## src/rtl/cmt_pkg.sv

```systemverilog
package cmt_pkg;

  localparam int unsigned DATA_W   = 32;
  localparam int unsigned PRE_W    = 7;   // prescaler count width, largest ratio 128

  localparam int unsigned BIT_MF   = 15;
  localparam int unsigned BIT_OF   = 14;
  localparam int unsigned BIT_BUSY = 13;
  localparam int unsigned BIT_MODE = 8;
  localparam int unsigned BIT_IE   = 7;

  typedef enum logic [1:0] {
    REG_CTRL = 2'd0,
    REG_CNT  = 2'd1,
    REG_CMP  = 2'd2,
    REG_NONE = 2'd3
  } reg_sel_e;

  typedef struct packed {
    logic       free_run;
    logic       irq_en;
    logic [1:0] req;
    logic [2:0] rate;
  } chan_cfg_t;

  // division ratio for a rate code, 0 means the channel does not count
  function automatic logic [PRE_W:0] ratio_of(input logic [2:0] rate);
    logic [PRE_W:0] r;
    case (rate)
      3'd7:    r = (PRE_W+1)'(1);
      3'd4:    r = (PRE_W+1)'(8);
      3'd5:    r = (PRE_W+1)'(32);
      3'd6:    r = (PRE_W+1)'(128);
      default: r = '0;
    endcase
    return r;
  endfunction

endpackage

```

## src/rtl/cmt_prescaler.sv

```systemverilog
module cmt_prescaler
  import cmt_pkg::*;
(
  input  logic       clk,
  input  logic       rst_n,
  input  logic       run,
  input  logic [2:0] rate,
  output logic       tick
);

  localparam logic [PRE_W:0] ONE = (PRE_W+1)'(1);

  logic [PRE_W-1:0] pc_q, pc_d;
  logic [PRE_W:0]   ratio;
  logic             active;

  always_comb begin
    ratio  = ratio_of(rate);
    active = run && (ratio != '0);
    tick   = active && ({1'b0, pc_q} >= (ratio - ONE));
    pc_d   = pc_q;
    if (!active || tick) pc_d = '0;
    else                 pc_d = pc_q + 1'b1;
  end

  always_ff @(posedge clk or negedge rst_n) begin
    if (!rst_n) pc_q <= '0;
    else        pc_q <= pc_d;
  end

endmodule

```

## src/rtl/cmt_channel.sv

```systemverilog
module cmt_channel
  import cmt_pkg::*;
#(
  parameter int unsigned CNT_W    = 32,
  parameter int unsigned LOAD_LAT = 3
) (
  input  logic              clk,
  input  logic              rst_n,
  input  logic              run,
  input  logic              wr_ctrl,
  input  logic              wr_cnt,
  input  logic              wr_cmp,
  input  logic [DATA_W-1:0] wdata,
  output logic [DATA_W-1:0] ctrl_rd,
  output logic [DATA_W-1:0] cnt_rd,
  output logic [DATA_W-1:0] cmp_rd,
  output logic [CNT_W-1:0]  cnt,
  output logic [CNT_W-1:0]  cmp,
  output logic              mf,
  output logic              of,
  output logic              busy,
  output logic              mode,
  output logic              irq
);

  localparam int unsigned LAT_W        = $clog2(LOAD_LAT + 1);
  localparam logic [LAT_W-1:0] LAT_END = LAT_W'(LOAD_LAT - 1);

  chan_cfg_t        cfg_q, cfg_d;
  logic [CNT_W-1:0] cnt_q, cnt_d, cmp_q, cmp_d, pend_q, pend_d;
  logic [LAT_W-1:0] lat_q, lat_d;
  logic             mf_q, mf_d, of_q, of_d, busy_q, busy_d;
  logic             tick, match_ev, ovf_ev, load;

  cmt_prescaler u_pre (
    .clk  (clk),
    .rst_n(rst_n),
    .run  (run),
    .rate (cfg_q.rate),
    .tick (tick)
  );

  always_comb begin
    match_ev = tick && (cnt_q == cmp_q);
    ovf_ev   = tick && cfg_q.free_run && (&cnt_q) && !match_ev;
    load     = busy_q && (lat_q == LAT_END);

    cnt_d = cnt_q;
    if (load)
      cnt_d = pend_q;
    else if (tick)
      cnt_d = (match_ev && !cfg_q.free_run) ? '0 : cnt_q + 1'b1;

    mf_d = mf_q;
    if (wr_ctrl) mf_d = mf_q & wdata[BIT_MF];
    if (match_ev) mf_d = 1'b1;

    of_d = of_q;
    if (wr_ctrl) of_d = of_q & wdata[BIT_OF];
    if (ovf_ev) of_d = 1'b1;

    cfg_d = cfg_q;
    if (wr_ctrl) begin
      cfg_d.free_run = wdata[BIT_MODE];
      cfg_d.irq_en   = wdata[BIT_IE];
      cfg_d.req      = wdata[5:4];
      cfg_d.rate     = wdata[2:0];
    end

    busy_d = busy_q;
    pend_d = pend_q;
    lat_d  = lat_q;
    if (wr_cnt && !busy_q) begin
      busy_d = 1'b1;
      pend_d = wdata[CNT_W-1:0];
      lat_d  = '0;
    end else if (busy_q) begin
      if (load) busy_d = 1'b0;
      else      lat_d  = lat_q + 1'b1;
    end

    cmp_d = wr_cmp ? wdata[CNT_W-1:0] : cmp_q;
  end

  always_ff @(posedge clk or negedge rst_n) begin
    if (!rst_n) begin
      cfg_q  <= '0;
      cnt_q  <= '0;
      cmp_q  <= '1;
      pend_q <= '0;
      lat_q  <= '0;
      mf_q   <= 1'b0;
      of_q   <= 1'b0;
      busy_q <= 1'b0;
    end else begin
      cfg_q  <= cfg_d;
      cnt_q  <= cnt_d;
      cmp_q  <= cmp_d;
      pend_q <= pend_d;
      lat_q  <= lat_d;
      mf_q   <= mf_d;
      of_q   <= of_d;
      busy_q <= busy_d;
    end
  end

  always_comb begin
    ctrl_rd = {16'h0000, mf_q, of_q, busy_q, 4'h0, cfg_q.free_run, cfg_q.irq_en,
               1'b0, cfg_q.req, 1'b0, cfg_q.rate};
    cnt_rd  = '0;
    cnt_rd[CNT_W-1:0] = cnt_q;
    cmp_rd  = '0;
    cmp_rd[CNT_W-1:0] = cmp_q;
  end

  assign cnt  = cnt_q;
  assign cmp  = cmp_q;
  assign mf   = mf_q;
  assign of   = of_q;
  assign busy = busy_q;
  assign mode = cfg_q.free_run;
  assign irq  = mf_q && cfg_q.irq_en;

endmodule

```

## src/rtl/cmt_top.sv

```systemverilog
module cmt_top
  import cmt_pkg::*;
#(
  parameter int unsigned NCH      = 2,
  parameter int unsigned CNT_W    = 32,
  parameter int unsigned ADDR_W   = 8,
  parameter int unsigned LOAD_LAT = 3
) (
  input  logic              clk,
  input  logic              rst_n,
  input  logic              bus_sel,
  input  logic              bus_wr,
  input  logic [ADDR_W-1:0] bus_addr,
  input  logic [31:0]       bus_wdata,
  output logic [31:0]       bus_rdata,
  output logic              irq
);

  localparam int unsigned BLK_W = ADDR_W - 4;

  logic [1:0]                   rs_q;
  logic                         rst_core_n;
  logic [NCH-1:0]               run_q, run_d;
  logic [31:0]                  rdata_q, rdata_d;
  logic [BLK_W-1:0]             blk;
  logic [1:0]                   word;
  logic                         run_hit;
  logic [NCH-1:0]               hit_v, wr_ctrl_v, wr_cnt_v, wr_cmp_v;
  logic [NCH-1:0]               busy_v, mf_v, of_v, mode_v, irq_v;
  logic [NCH-1:0][CNT_W-1:0]    cnt_v, cmp_v;
  logic [NCH-1:0][31:0]         ch_rd_v;
  logic                         unused_addr;

  // asynchronous assertion, synchronous release
  always_ff @(posedge clk or negedge rst_n) begin
    if (!rst_n) rs_q <= 2'b00;
    else        rs_q <= {rs_q[0], 1'b1};
  end
  assign rst_core_n = rs_q[1];

  assign blk         = bus_addr[ADDR_W-1:4];
  assign word        = bus_addr[3:2];
  assign run_hit     = bus_sel && (blk == '0) && (word == 2'd0);
  assign unused_addr = ^bus_addr[1:0];

  for (genvar g = 0; g < NCH; g++) begin : g_ch
    localparam logic [BLK_W-1:0] BLK = BLK_W'(g + 1);
    logic [31:0] ctrl_rd, cnt_rd, cmp_rd;

    assign hit_v[g]     = bus_sel && (blk == BLK);
    assign wr_ctrl_v[g] = hit_v[g] && bus_wr && (word == REG_CTRL);
    assign wr_cnt_v[g]  = hit_v[g] && bus_wr && (word == REG_CNT);
    assign wr_cmp_v[g]  = hit_v[g] && bus_wr && (word == REG_CMP);

    cmt_channel #(
      .CNT_W   (CNT_W),
      .LOAD_LAT(LOAD_LAT)
    ) u_ch (
      .clk    (clk),
      .rst_n  (rst_core_n),
      .run    (run_q[g]),
      .wr_ctrl(wr_ctrl_v[g]),
      .wr_cnt (wr_cnt_v[g]),
      .wr_cmp (wr_cmp_v[g]),
      .wdata  (bus_wdata),
      .ctrl_rd(ctrl_rd),
      .cnt_rd (cnt_rd),
      .cmp_rd (cmp_rd),
      .cnt    (cnt_v[g]),
      .cmp    (cmp_v[g]),
      .mf     (mf_v[g]),
      .of     (of_v[g]),
      .busy   (busy_v[g]),
      .mode   (mode_v[g]),
      .irq    (irq_v[g])
    );

    always_comb begin
      case (word)
        REG_CTRL: ch_rd_v[g] = ctrl_rd;
        REG_CNT:  ch_rd_v[g] = cnt_rd;
        REG_CMP:  ch_rd_v[g] = cmp_rd;
        default:  ch_rd_v[g] = '0;
      endcase
    end
  end

  always_comb begin
    run_d = run_q;
    if (run_hit && bus_wr) run_d = bus_wdata[NCH-1:0];

    rdata_d = '0;
    if (run_hit) rdata_d[NCH-1:0] = run_q;
    for (int k = 0; k < NCH; k++)
      if (hit_v[k]) rdata_d = ch_rd_v[k];
  end

  always_ff @(posedge clk or negedge rst_core_n) begin
    if (!rst_core_n) begin
      run_q   <= '0;
      rdata_q <= '0;
    end else begin
      run_q <= run_d;
      if (bus_sel && !bus_wr) rdata_q <= rdata_d;
    end
  end

  assign bus_rdata = rdata_q;
  assign irq       = |irq_v;

endmodule

```

## config.mk

```make
export PLATFORM = sky130hd
export DESIGN_NAME = cmt_top
export DESIGN_NICKNAME = d
export VERILOG_FILES = /design/src/rtl/cmt_pkg.sv /design/src/rtl/cmt_prescaler.sv /design/src/rtl/cmt_channel.sv /design/src/rtl/cmt_top.sv
export SDC_FILE = /design/constraint.sdc
export NUM_CORES = 1
export LEC_CHECK = 0
export ABC_AREA = 1
export BUFFER_PORTS_ARGS = -buffer_cell sky130_fd_sc_hd__buf_2
export CAP_MARGIN = 20
export CORE_UTILIZATION = 61
export CTS_BUF_LIST = sky130_fd_sc_hd__clkbuf_4
export CTS_CLUSTER_SIZE = 25
export DETAILED_ROUTE_END_ITERATION = 10
export MAX_ROUTING_LAYER = met4
export PLACE_DENSITY = 0.88
export SYNTH_ARGS = -nofsm -noshare
export SYNTH_HDL_FRONTEND = slang
export SYNTH_SLANG_ARGS = --single-unit
```

## constraint.sdc

```tcl
create_clock -name clk -period 17.6 [get_ports clk]
set_clock_uncertainty 0.1 [all_clocks]
set_input_delay 0.88 -clock clk [delete_from_list [all_inputs] [get_ports clk]]
set_output_delay 0.88 -clock clk [all_outputs]
set_load 0.1 [all_outputs]
```

Yosys cells after proc, flatten, opt, wreduce, memory -nomap -nowiden
Cells that the tools add are included.

cells by class
  bitwise operators = 4
  eq/ne operators = 18
  mux-type cells = 35
  reductions and logical operators = 62
  order comparisons = 2
  add/subtract/negate cells = 8

operators by type and width
  operator               count
  $mux 32                8
  $pmux 32 s3            2
  $add 32x1->32 const B  2
  $eq 32x32->1           2
  $pmux 8 s4             2
  $reduce_and 32->1      2
  $logic_and 1x1->1      34
  $eq 3x3->1 const B     8
  $ge 7x8->1             2
  $reduce_bool 2->1      8
  $reduce_bool 8->1      2
  $sub 8x1->8 const B    2
  $add 7x1->7 const B    2
  $mux 1                 14
  $mux 2                 7
  $mux 7                 2
  $logic_not 1->1        9
  $eq 2x2->1 const B     3
  $add 2x1->2 const B    2
  $and 1x1->1            4
  $eq 4x1->1 const B     1
  $eq 4x2->1 const B     1
  $logic_not 4->1        1
  $ne 2x2->1 const B     2
  other kinds (5)        7

storage, ports and cells
  register bits = 266
  logic and storage cells = 156

Logic depth before layout (Yosys ltp)
  word-level depth = 10
  mapped depth = 18

Hierarchy
From an unflattened synthesis, not the netlist that was laid out.

second synthesis, totals
  cell total of the unflattened synthesis = 2516
  area, all modules = 17807.1 um^2

modules (own cells, without submodules)
  module         cells each  instances  area each (um^2)
  cmt_channel    902         2          6739.0
  cmt_top        558         1          3143.0
  cmt_prescaler  77          2          593.1

Worst setup path before layout
Ideal clock, no wire load.

  path type = reg2reg
  start = register g_ch[0].u_ch.cfg_q (netlist bit g_ch[0].u_ch.ctrl_rd[2])
  end = register g_ch[0].u_ch.cnt_q[30]
  stages on the path, launching flop included = 18
  arrival time = 2.535 ns
  path slack = 14.899 ns
  library setup time = 0.066 ns
  path buffers = 2
  path through = dfrtp_1 buf_2 inv_1 nor3_1 inv_1 ha_1 xor2_1 ha_1 a21oi_1 nor2_1 a21oi_1 nand2_1 nand2_1 nand2_1 clkbuf_1 o21ai_0 inv_1 nand2_1

between the ends
  longest elaborated chain between the ends = 10

RTL lines
  item                                                     line                                      RTL
  from (decl)                                              cmt_channel.sv:29                         chan_cfg_t cfg_q, cfg_d;
  from (signal assigned)                                   cmt_channel.sv:96                         cfg_q <= cfg_d;
  $eq 3x3->1                                               cmt_pkg.sv:29                             case (rate)
  $pmux 8 s4 *                                             cmt_pkg.sv:29
  $sub 8x1->8 / $reduce_bool 8->1 (equally long branches)  cmt_prescaler.sv:20, cmt_prescaler.sv:19
  $ge 7x8->1 / $logic_and 1x1->1 (equally long branches)   cmt_prescaler.sv:20, cmt_prescaler.sv:19
  $logic_and 1x1->1 *                                      cmt_prescaler.sv:20                       tick = active && ({1'b0, pc_q} >= (ratio - ONE));
  $logic_and 1x1->1                                        cmt_channel.sv:44                         match_ev = tick && (cnt_q == cmp_q);
  $logic_and 1x1->1                                        cmt_channel.sv:52                         cnt_d = (match_ev && !cfg_q.free_run) ? '0 : cnt_q + 1'b1;
  $mux 32                                                  cmt_channel.sv:52
  $mux 32                                                  cmt_channel.sv:51                         else if (tick)
  $mux 32                                                  cmt_channel.sv:49                         if (load)
  to (signal assigned)                                     cmt_channel.sv:97                         cnt_q <= cnt_d;
  to (decl)                                                cmt_channel.sv:30                         logic [CNT_W-1:0] cnt_q, cnt_d, cmp_q, cmp_d, pend_q, pend_d;

Mark *: on every way between the ends. The rest lies on a longest branch, timed or not. The select of a mux whose other input is x is not followed.
A chain may end at the register's enable or synchronous reset.

Final worst setup path
  start = register g_ch[0].u_ch.cfg_q (netlist bit g_ch[0].u_ch.ctrl_rd[1])
  end = register g_ch[0].u_ch.cnt_q[28]

The elaborated chain is that of the path after synthesis.

==> metrics.cfg <==
[status]
status=finished clean

[yosys]
synth-edff-count=0
synth_ff_type=dfrtp_1
ys_ff_latch=266
avgSynthCellArea_um2=7.09
yosys.area_share.simple_pct=29.9
syn_nets=2227
async_reset_ff_share_pct=100
syn_inst=2161
synth_xor_area_share_pct=3.49
synth_top_family_by_area=simple AND/OR/NAND/NOR gates
synth.area.top_cells=dfrtp_1, nand2_1, dfstp_2, inv_1, o21ai_0
yosys_warnings=0
synth_most_common_cell=nand2_1
synth.distinct_cells=40
synth-compound-area-share_pct=11.6
synth_area_leader_cell=dfrtp_1
synth_top_area_share_pct=33.0
synth_commonest_cells=nand2_1, inv_1, dfrtp_1, nor2_1, o21ai_0
synthMuxAreaShare_pct=0
synth-adder-area-share_pct=1.80
yosysSeqAreaShare_pct=44.0
synth_area_mm2=0.0153

[pwr]
netSwitchingFraction_pct=33.1
ir_worst_vdd_v=0.0000567
seq_power_share_pct=45.7
clock_power_share_pct=35.9
p_per_area_mw_per_mm2=94.5
p_int_uw=1070
leakagePower_uw=0.00816
p_switching_uw=528
combinationalPowerShare_pct=18.4

[critical_path]
cpMaxStageDelayCell=nand2_1
r2r_cells=16
critPathMaxFanout=29
cp_top_family=simple AND/OR/NAND/NOR gates
arrival_ns=4.39
crit_cells=16
path_cells=inv_1 > nor3_1 > inv_1 > ha_1 > xor2_1 > ha_1 > a21oi_1 > nor2_1 > a21oi_1 > nand2_1 > nand2_1 > nand2_1 > buf_4 > o21ai_0 > inv_1 > nand2_1
startpoint_type=flip-flop
end_kind=flip-flop
worst_path_most_repeated_cell=nand2_1
cp.required_ns=18.11
path_buf_inv=4
cp_slowest_stage_delay_ns=0.52
crit_type=flip-flop to flip-flop

[placement]
hpwlAfterDp_um=30500
portBuffers=74
gp_congestion=0.994
dp_slack_ns=13.75
placed_area_mm2=0.0158

[layout]
nets=2299
area_growth_pct=10.3
postLayoutCellArea_mm2=0.0169
drive_gt1_share_pct=13.3

[detailed_routing]
vias=14802
firstDrtPassIters=6
drc_errors=0
initialDrtViolationCount=1605
avgViaCountPerCell=5.66
avgRoutedWirePerCell_um=17.0
drt_wl_total_um=44400
ant_nets=0

[cts]
clk_path_buf_depth=3
clk_pin_slew_ns=0.07
postCtsHoldBufs=1
cts-resized-gates=0
cts_tree=built
h-tree-depth=3
cts_made_buffers=71
post_cts_buffers=0
cts.sinks=266
cts-root-buf=clkbuf_4
insertion_delay_ns=0.68

[sta]
tns_ns=0
fmax_ghz=0.257
rsz0062_at_grt=no
setup_slack_ns=13.72
setup_viol=0
post-route-period-util_pct=22.1
slew_headroom_pct=32.7
hold_viol_final=0
period_needed_ns=3.88
worstMarginPinSlew_ns=1.01
drv_slew=0

[floorplan]
coreArea_mm2=0.0245
rows=57
ios=77
dieWidth_um=160
start_util_pct=62.6
fp.dieH_um=160
die_area_mm2=0.0258

[global_routing]
grt_usage_pct=36.4
antenna_found_initial=1
grt_pass1_vias=14388
grt-ovfl-total=0
grt_pass1_wl_um=72300
grt_max_degree=86

[run]
drv_cap=0

[min_path]
min_path_type=flip-flop to async pin

## power by group through the flow
stage | Sequential (uW) | Clock [uW] | Combinational (uW)
after CTS | 728 | 580 | 289
after detailed placement | 738 | 0 | 287
after global routing | 736 | 614 | 325
after global placement | 736 | 0 | 277
final | 730 | 573 | 294
after floorplan | 784 | 0 | 162
## worst register-to-register path, cell delays in order, from the launching register on
cell     delay [ns]
dfrtp_1        0.41
inv_1          0.11
nor3_1         0.39
inv_1          0.14
ha_1           0.28
xor2_1         0.22
ha_1           0.28
a21oi_1        0.13
nor2_1         0.05
a21oi_1        0.20
nand2_1        0.10
nand2_1        0.10
nand2_1        0.52
buf_4          0.47
o21ai_0        0.21
inv_1          0.07
nand2_1        0.06
## kinds of logic after synthesis
family	Yosys count
buf+inv	360
xor+xnor	61
fa+ha+maj	22
flops	266
simple gates	1117
compound gates	334
other cells	1
## metal layers
metal  routed length, um  up-vias  track usage, %
li1                    -     7056               -
met1               17900     6833            47.5
met2               20400      781            54.9
met5                   0        -               -
met3                4310      132            7.02
met4                1780        0            17.1
## worst paths after layout
check	start	endpoint	slack, ns
worst max-delay path	g_ch[0].u_ch.ctrl_rd[1]	g_ch[0].u_ch.cnt[28]	13.72
worst min-delay path	rs_q[1]	g_ch[0].u_ch.u_pre.pc_q[5]	0.17
worst max register to register	g_ch[0].u_ch.ctrl_rd[1]	g_ch[0].u_ch.cnt[28]	13.72
worst min register to register	rs_q[1]	g_ch[0].u_ch.u_pre.pc_q[5]	0.17
max in group asynchronous	rs_q[1]	g_ch[1].u_ch.cmp[23]	15.08
min in group clk	rs_q[0]	rs_q[1]	0.26
## layout make-up
cell class	count	area, um^2
Clock inverter	12	71.3
Clock buffer	116	871
Inverter	261	980
Fill cell	2016	7570
Multi-Input combinational cell	1535	7180
Timing Repair Buffer	98	646
Antenna cell	1	2.50
Tap cell	324	405
Sequential cell	266	6740
## per-stage QoR
step	cells	hold slack [ns]	util, %	power (uW)
floorplan	2161	0.231	-	946
global placement	2476	0.202	64.6	1010
detailed placement	2477	0.207	64.6	1020
CTS	2606	0.203	68.5	1600
global route	2613	0.226	69.1	1670
finish	2613	0.173	69.1	1600
## sequential cells by signal, indices dropped and copies added (netlist names)
register / count
g_ch.u_ch.pend_q: 64
g_ch.u_ch.u_pre.pc_q: 14
g_ch.u_ch.lat_q: 4
g_ch.u_ch.cmp: 64
run_q: 2
bus_rdata: 32
g_ch.u_ch.ctrl_rd: 12
g_ch.u_ch.busy: 2
g_ch.u_ch.of: 2
g_ch.u_ch.cnt: 64
g_ch.u_ch.mf: 2
rs_q: 2
g_ch.u_ch.mode: 2
## cell usage in the layout, fill, tap and decap left out, types with 5 or more instances in the layout
cell type,Yosys,layout
a21oi_1,69,69
a22o_1,5,5
buf_2,30,74
buf_4,1,16
clkbuf_4,0,116
clkinv_1,0,8
dfrtp_1,202,201
dfstp_2,64,64
ha_1,22,22
inv_1,254,254
inv_2,7,10
nand2_1,730,727
nand2_2,2,5
nand3_1,117,117
nand4_1,44,44
nor2_1,177,175
nor2_2,5,7
nor3_1,27,27
o21ai_0,176,176
o21ai_1,41,41
o221ai_1,8,8
o22ai_1,26,26
xnor2_1,27,27
xor2_1,34,34
Note: power is estimated with default switching activity, not from simulation.
